--- config.mk ---
export PLATFORM = sky130hd
export DESIGN_NAME = line_activity_watchdog
export DESIGN_NICKNAME = d
export VERILOG_FILES = /design/src/rtl/lw_pkg.sv /design/src/rtl/lw_line_sync.sv /design/src/rtl/lw_retrig_timer.sv /design/src/rtl/lw_oneshot.sv /design/src/rtl/line_activity_watchdog.sv
export SDC_FILE = /design/constraint.sdc
export NUM_CORES = 1
export LEC_CHECK = 0
export CAP_MARGIN = 20
export CORE_MARGIN = 2
export CORE_UTILIZATION = 50
export DETAILED_ROUTE_END_ITERATION = 8
export PLACE_DENSITY = 0.67
export SETUP_SLACK_MARGIN = 0.15
export SLEW_MARGIN = 20
export SYNTH_ARGS = -nofsm -noshare
export SYNTH_HDL_FRONTEND = slang
export SYNTH_SLANG_ARGS = --single-unit
--- constraint.sdc ---
create_clock -name clk_i -period 2.8 [get_ports clk_i]
set_input_delay 0.84 -clock clk_i [delete_from_list [all_inputs] [get_ports clk_i]]
set_output_delay 0.84 -clock clk_i [all_outputs]
set_load 0.005 [all_outputs]
--- src/rtl/lw_pkg.sv ---
package lw_pkg;
  localparam int unsigned NUM_LINES = 2;
  localparam int unsigned LINE_TX   = 0;
  localparam int unsigned LINE_RX   = 1;

  function automatic int unsigned cnt_width(input longint unsigned n);
    return (n > 1) ? $clog2(n) : 1;
  endfunction
endpackage

--- src/rtl/lw_line_sync.sv ---
module lw_line_sync #(
  parameter int unsigned STAGES     = 2,
  parameter logic        IDLE_LEVEL = 1'b1
) (
  input  logic clk_i,
  input  logic rst_ni,
  input  logic line_i,
  output logic edge_o
);
  logic [STAGES-1:0] sync_q;
  logic              prev_q;

  always_ff @(posedge clk_i or negedge rst_ni) begin
    if (!rst_ni) begin
      sync_q <= {STAGES{IDLE_LEVEL}};
      prev_q <= IDLE_LEVEL;
    end else begin
      sync_q <= {sync_q[STAGES-2:0], line_i};
      prev_q <= sync_q[STAGES-1];
    end
  end

  assign edge_o = sync_q[STAGES-1] ^ prev_q;
endmodule

--- src/rtl/lw_retrig_timer.sv ---
module lw_retrig_timer #(
  parameter int unsigned TIMEOUT_CYCLES = 20
) (
  input  logic clk_i,
  input  logic rst_ni,
  input  logic edge_i,
  output logic active_o,
  output logic expire_o
);
  localparam int unsigned W = lw_pkg::cnt_width(TIMEOUT_CYCLES);
  localparam logic [W-1:0] RELOAD = W'(TIMEOUT_CYCLES - 1);

  logic [W-1:0] cnt_q;
  logic         active_q, expire_q;

  always_ff @(posedge clk_i or negedge rst_ni) begin
    if (!rst_ni) begin
      cnt_q    <= '0;
      active_q <= 1'b0;
      expire_q <= 1'b0;
    end else begin
      expire_q <= 1'b0;
      if (edge_i) begin
        active_q <= 1'b1;
        cnt_q    <= RELOAD;
      end else if (active_q) begin
        if (cnt_q == '0) begin
          active_q <= 1'b0;
          expire_q <= 1'b1;
        end else begin
          cnt_q <= cnt_q - 1'b1;
        end
      end
    end
  end

  assign active_o = active_q;
  assign expire_o = expire_q;


  reload_on_edge_chk: assert property (@(posedge clk_i) disable iff (!rst_ni)
    edge_i |=> active_q && !expire_q);

  fall_flags_expiry_chk: assert property (@(posedge clk_i) disable iff (!rst_ni)
    $fell(active_q) |-> expire_q);

  expiry_after_zero_chk: assert property (@(posedge clk_i) disable iff (!rst_ni)
    expire_q |-> $past(active_q) && $past(cnt_q) == '0);
endmodule

--- src/rtl/lw_oneshot.sv ---
module lw_oneshot #(
  parameter int unsigned PULSE_CYCLES = 12
) (
  input  logic clk_i,
  input  logic rst_ni,
  input  logic trig_i,
  output logic busy_o
);
  localparam int unsigned W = lw_pkg::cnt_width(PULSE_CYCLES);
  localparam logic [W-1:0] LOAD = W'(PULSE_CYCLES - 1);

  logic [W-1:0] cnt_q;
  logic         busy_q;

  always_ff @(posedge clk_i or negedge rst_ni) begin
    if (!rst_ni) begin
      cnt_q  <= '0;
      busy_q <= 1'b0;
    end else if (busy_q) begin
      if (cnt_q == '0) busy_q <= 1'b0;
      else             cnt_q  <= cnt_q - 1'b1;
    end else if (trig_i) begin
      busy_q <= 1'b1;
      cnt_q  <= LOAD;
    end
  end

  assign busy_o = busy_q;


  start_needs_trig_chk: assert property (@(posedge clk_i) disable iff (!rst_ni)
    $rose(busy_q) |-> $past(trig_i));

  no_retrigger_chk: assert property (@(posedge clk_i) disable iff (!rst_ni)
    busy_q && cnt_q != '0 |=> busy_q && cnt_q == $past(cnt_q) - 1'b1);
endmodule

--- src/rtl/line_activity_watchdog.sv ---
module line_activity_watchdog #(
  parameter int unsigned TIMEOUT_CYCLES       = 32'd3_000_000_000,
  parameter int unsigned SHUTDOWN_CYCLES      = 25_000_000,
  parameter int unsigned SYNC_STAGES          = 2,
  parameter logic        IDLE_LEVEL           = 1'b1,
  parameter bit          SHUTDOWN_ACTIVE_HIGH = 1'b1
) (
  input  logic clk_i,
  input  logic rst_ni,
  input  logic tx_line_i,
  input  logic rx_line_i,
  output logic tx_active_o,
  output logic rx_active_o,
  output logic shutdown_o
);
  import lw_pkg::*;

  logic [NUM_LINES-1:0] line_in, line_edge, line_act, line_exp;
  logic                 sd_busy;

  assign line_in[LINE_TX] = tx_line_i;
  assign line_in[LINE_RX] = rx_line_i;

  for (genvar l = 0; l < NUM_LINES; l++) begin : g_line
    lw_line_sync #(.STAGES(SYNC_STAGES), .IDLE_LEVEL(IDLE_LEVEL)) u_sync (
      .clk_i (clk_i), .rst_ni(rst_ni), .line_i(line_in[l]), .edge_o(line_edge[l])
    );
    lw_retrig_timer #(.TIMEOUT_CYCLES(TIMEOUT_CYCLES)) u_timer (
      .clk_i (clk_i), .rst_ni(rst_ni), .edge_i(line_edge[l]),
      .active_o(line_act[l]), .expire_o(line_exp[l])
    );
  end

  lw_oneshot #(.PULSE_CYCLES(SHUTDOWN_CYCLES)) u_shut (
    .clk_i(clk_i), .rst_ni(rst_ni), .trig_i(|line_exp), .busy_o(sd_busy)
  );

  assign tx_active_o = line_act[LINE_TX];
  assign rx_active_o = line_act[LINE_RX];
  assign shutdown_o  = SHUTDOWN_ACTIVE_HIGH ? sd_busy : ~sd_busy;


  pulse_after_activity_chk: assert property (@(posedge clk_i) disable iff (!rst_ni)
    $rose(sd_busy) |-> $past(|line_act, 2));
endmodule

==> impl_metrics.tcl <==
set metrics [dict create \
    slowest_stage "or4b_2" \
    num_antenna_cells 0 \
    post-route-drc-count 0 \
    cts_buffers 9 \
    p_int_w 0.00196 \
    slew_headroom_pct 50.9 \
    fmax_ghz 0.398 \
    drive_above_1_share_pct 12.3 \
    grt_pass1_wl_um 20100 \
    cp_num_buf_inv 2 \
    fp.coreArea_um2 10400 \
    rows 37 \
    switchingPower_w 0.000648 \
    syn_area_per_cell_um2 9.64 \
    final.period_utilization_pct 89.8 \
    preCtsSetupSlack_ns 0.144 \
    hold_path.class "reg -> reg" \
    synth-async-reset-ratio_pct 100 \
    path_max_fanout 5 \
    die_w_um 108 \
    netlist_area_um2 5370 \
    synth_seq_cells 100 \
    setup_violations 0 \
    fin_area_um2 5980 \
    final_max_slew_viol_count 0 \
    yosysUniqueCellTypes 51 \
    arrival_ns 2.79 \
    vdd_drop_max_v 0.000464 \
    worstSetupPathType "reg -> reg" \
    grt_max_degree 47 \
    rsz0062_at_grt "yes" \
    max_cap_violations 0 \
    clock-root-buffer "clkbuf_8" \
    wl_um 11600 \
    clock_power_share_pct 37.6 \
    cp-end-kind "flip-flop" \
    ys.flop_type "dfrtp_1" \
    ys_seq_area_share_pct 46.8 \
    post-route-util_pct 57.6 \
    hpwl_um 7960 \
    p_leak_nw 2.40 \
    place_area_um2 5710 \
    viasPerCell 6.00 \
    drtIter0Drc 273 \
    clockBufferDepth 2 \
    min_period_ns 2.51 \
    r2r_slack_ns 0.29 \
    crit_family "simple AND/OR/NAND/NOR gates" \
    power_frac_seq_pct 57.0 \
    first_pass_iters 4 \
    syn_inst 557 \
    clk_pin_slew_ns 0.10 \
    cp.required_ns 3.08 \
    dieArea_um2 11600 \
    grt_overflow 0 \
    track_usage_pct 21.8 \
    ant_nets 0 \
    crit_chain "inv_1 -> ha_1 -> or4b_2 -> nor3_4 -> buf_4 -> a311o_1 -> o311ai_0 -> o41ai_1" \
    grt_antenna_before_repair 0 \
    num_vias 4321 \
    synth_fp_nets 565 \
    cts_max_level 3 \
    gp_congestion 0.879 \
    skew_ns 0.0122 \
    slowest_delay_ns 0.71 \
    die_h_um 108 \
    power_density_nw_per_um2 436 \
    grt_pass1_vias 4234 \
    tns_ns 0 \
    p_comb_share_pct 5.4 \
    worst_slew_pin_slew_ns 0.729 \
    swShare_pct 24.9 \
    wl_per_cell_um 16.1 \
    cts_num_sinks 100 \
    start_util_pct 51.8 \
    ctsHoldBuffers 0 \
    cts_tree "done" \
    start_kind "flip-flop" \
    yosys_warnings 0 \
    io_pins 7 \
    io_buffers 6 \
    finalWorstSetupSlack_ns 0.287 \
    status "completed" \
    area_growth_pct 11.3 \
    finalPower_w 0.00260 \
    synth_edf_count 0 \
    hold_viol 0 \
    clk_latency_ns 0.39 \
    nNetsFinal 587 \
]
## repair_timing
action,CTS,global route
pin swaps,0,2
resized for setup,1,5
setup endpoints to repair,1,24
setup buffers,0,1
## state kept, by name, summed over array words and instances (netlist names)
signal,count
g_line.u_timer.cnt_q,64
u_shut.cnt_q,25
g_line.u_sync.sync_q,4
g_line.u_sync.prev_q,2
g_line.u_timer.active_o,2
g_line.u_timer.expire_o,2
u_shut.busy_o,1
## path summary, 6_finish.rpt
| path | cells after the start | to | start |
|---|---|---|---|
| worst max-delay path | 8 | g_line[1].u_timer.cnt_q[17] | g_line[1].u_timer.cnt_q[0] |
| worst min-delay path | 0 | g_line[1].u_sync.sync_q[1] | g_line[1].u_sync.sync_q[0] |
| worst max register to register | 8 | g_line[1].u_timer.cnt_q[17] | g_line[1].u_timer.cnt_q[0] |
| worst min register to register | 0 | g_line[1].u_sync.sync_q[1] | g_line[1].u_sync.sync_q[0] |
| max in group asynchronous | 2 | g_line[1].u_sync.sync_q[0] | rst_ni |
| min in group asynchronous | 1 | u_shut.cnt_q[9] | rst_ni |
## power groups by stage
stage	sequential (W)	combinational (W)	clock (W)
floorplan	0.00151	0.0000736	0
global placement	0.00151	0.000140	0
detailed placement	0.00151	0.000142	0
CTS	0.00149	0.000143	0.00101
global route	0.00149	0.000158	0.00106
finish	0.00149	0.000141	0.000978
## layout make-up
cell class,count,area (um^2)
Clock buffer,10,138
Sequential cell,100,2510
Multi-Input combinational cell,422,2750
Clock inverter,6,71.3
Timing Repair Buffer,34,293
Fill cell,945,4390
Tap cell,136,170
Inverter,12,45.0
## cells in the final DEF (no fill, tap or decap), types with 3 or more instances in the layout
cell type,synthesis,final
a211oi_1,8,8
a21oi_1,13,13
a31oi_1,14,13
a41o_1,3,3
and2_1,12,12
and3_1,8,8
and4_1,7,7
buf_4,1,27
clkbuf_8,0,10
clkdlybuf4s50_1,0,5
dfrtp_1,94,94
dfstp_2,6,6
ha_1,4,4
inv_1,12,12
mux2i_1,13,13
nand2_1,47,47
nand2b_1,7,7
nand3_1,18,18
nand3b_1,5,5
nand4_1,17,17
nand4b_1,4,4
nor2_1,54,54
nor3_1,27,26
nor3b_1,3,3
nor4_1,20,20
nor4b_1,4,4
o211ai_1,8,8
o21ai_0,20,20
o311ai_0,3,3
o31ai_1,9,9
o41ai_1,6,6
or2_2,6,6
or3_1,15,15
or4_1,14,14
xnor2_1,13,11
xor2_1,22,22
## synth_stat cells (all sizes together), types with 2 or more instances
cell | instances | area, um^2
or2 | 6 | 37.5
nand2 | 47 | 176
nand3b | 5 | 37.5
nor4b | 4 | 35.0
or4 | 15 | 116
o31ai | 10 | 88.8
mux2i | 13 | 130
dfstp | 6 | 158
nor2 | 54 | 203
nand4b | 4 | 35.0
ha | 4 | 50.1
and4 | 7 | 61.3
nor4 | 22 | 150
a21oi | 13 | 65.1
and3 | 8 | 50.1
o21ai | 20 | 100
xor2 | 22 | 193
inv | 12 | 45.0
a31oi | 14 | 87.6
o211ai | 8 | 60.1
buf | 6 | 51.3
nand2b | 7 | 43.8
a211oi | 8 | 60.1
or3 | 15 | 93.8
nor3 | 27 | 135
dfrtp | 94 | 2350
and2 | 12 | 75.1
clkbuf | 17 | 63.8
xnor2 | 13 | 114
o41ai | 6 | 52.6
nand3 | 18 | 90.1
nor3b | 3 | 22.5
a311oi | 2 | 17.5
o311ai | 5 | 68.8
o31a | 2 | 17.5
nand4 | 17 | 106
a2111oi | 3 | 45.1
a41o | 3 | 30.0
## per-layer routing
| metal | vias to the layer above | wire length (um) | global-route usage, % | part of all wire, % |
|---|---|---|---|---|
| met2 | 57 | 5410 | 34.0 | 47 |
| met3 | 11 | 464 | 5.69 | 4.0 |
| met4 | 0 | 135 | 5.95 | 1.2 |
| li1 | 2131 | - | - | - |
| met1 | 2122 | 5550 | 30.3 | 48 |
| met5 | - | 0 | 0 | 0 |
## stage by stage
| stage | hold slack (ns) | instances |
|---|---|---|
| after floorplan | 0.345 | 557 |
| after global placement | 0.351 | 703 |
| after detailed placement | 0.347 | 703 |
| after CTS | 0.365 | 719 |
| after global routing | 0.368 | 720 |
| final | 0.361 | 720 |
## kinds of logic after synthesis
kind of cell / share of synthesized area [%]
AND/OR/NAND/NOR: 27.7
flip-flops: 46.8
XOR/XNOR: 5.71
buffers and inverters: 2.98
adder cells (fa/ha/maj): 0.932
multiplexers: 2.63
AO/OA/AOI/OAI: 13.3
Note: power is estimated with default switching activity, not from simulation.
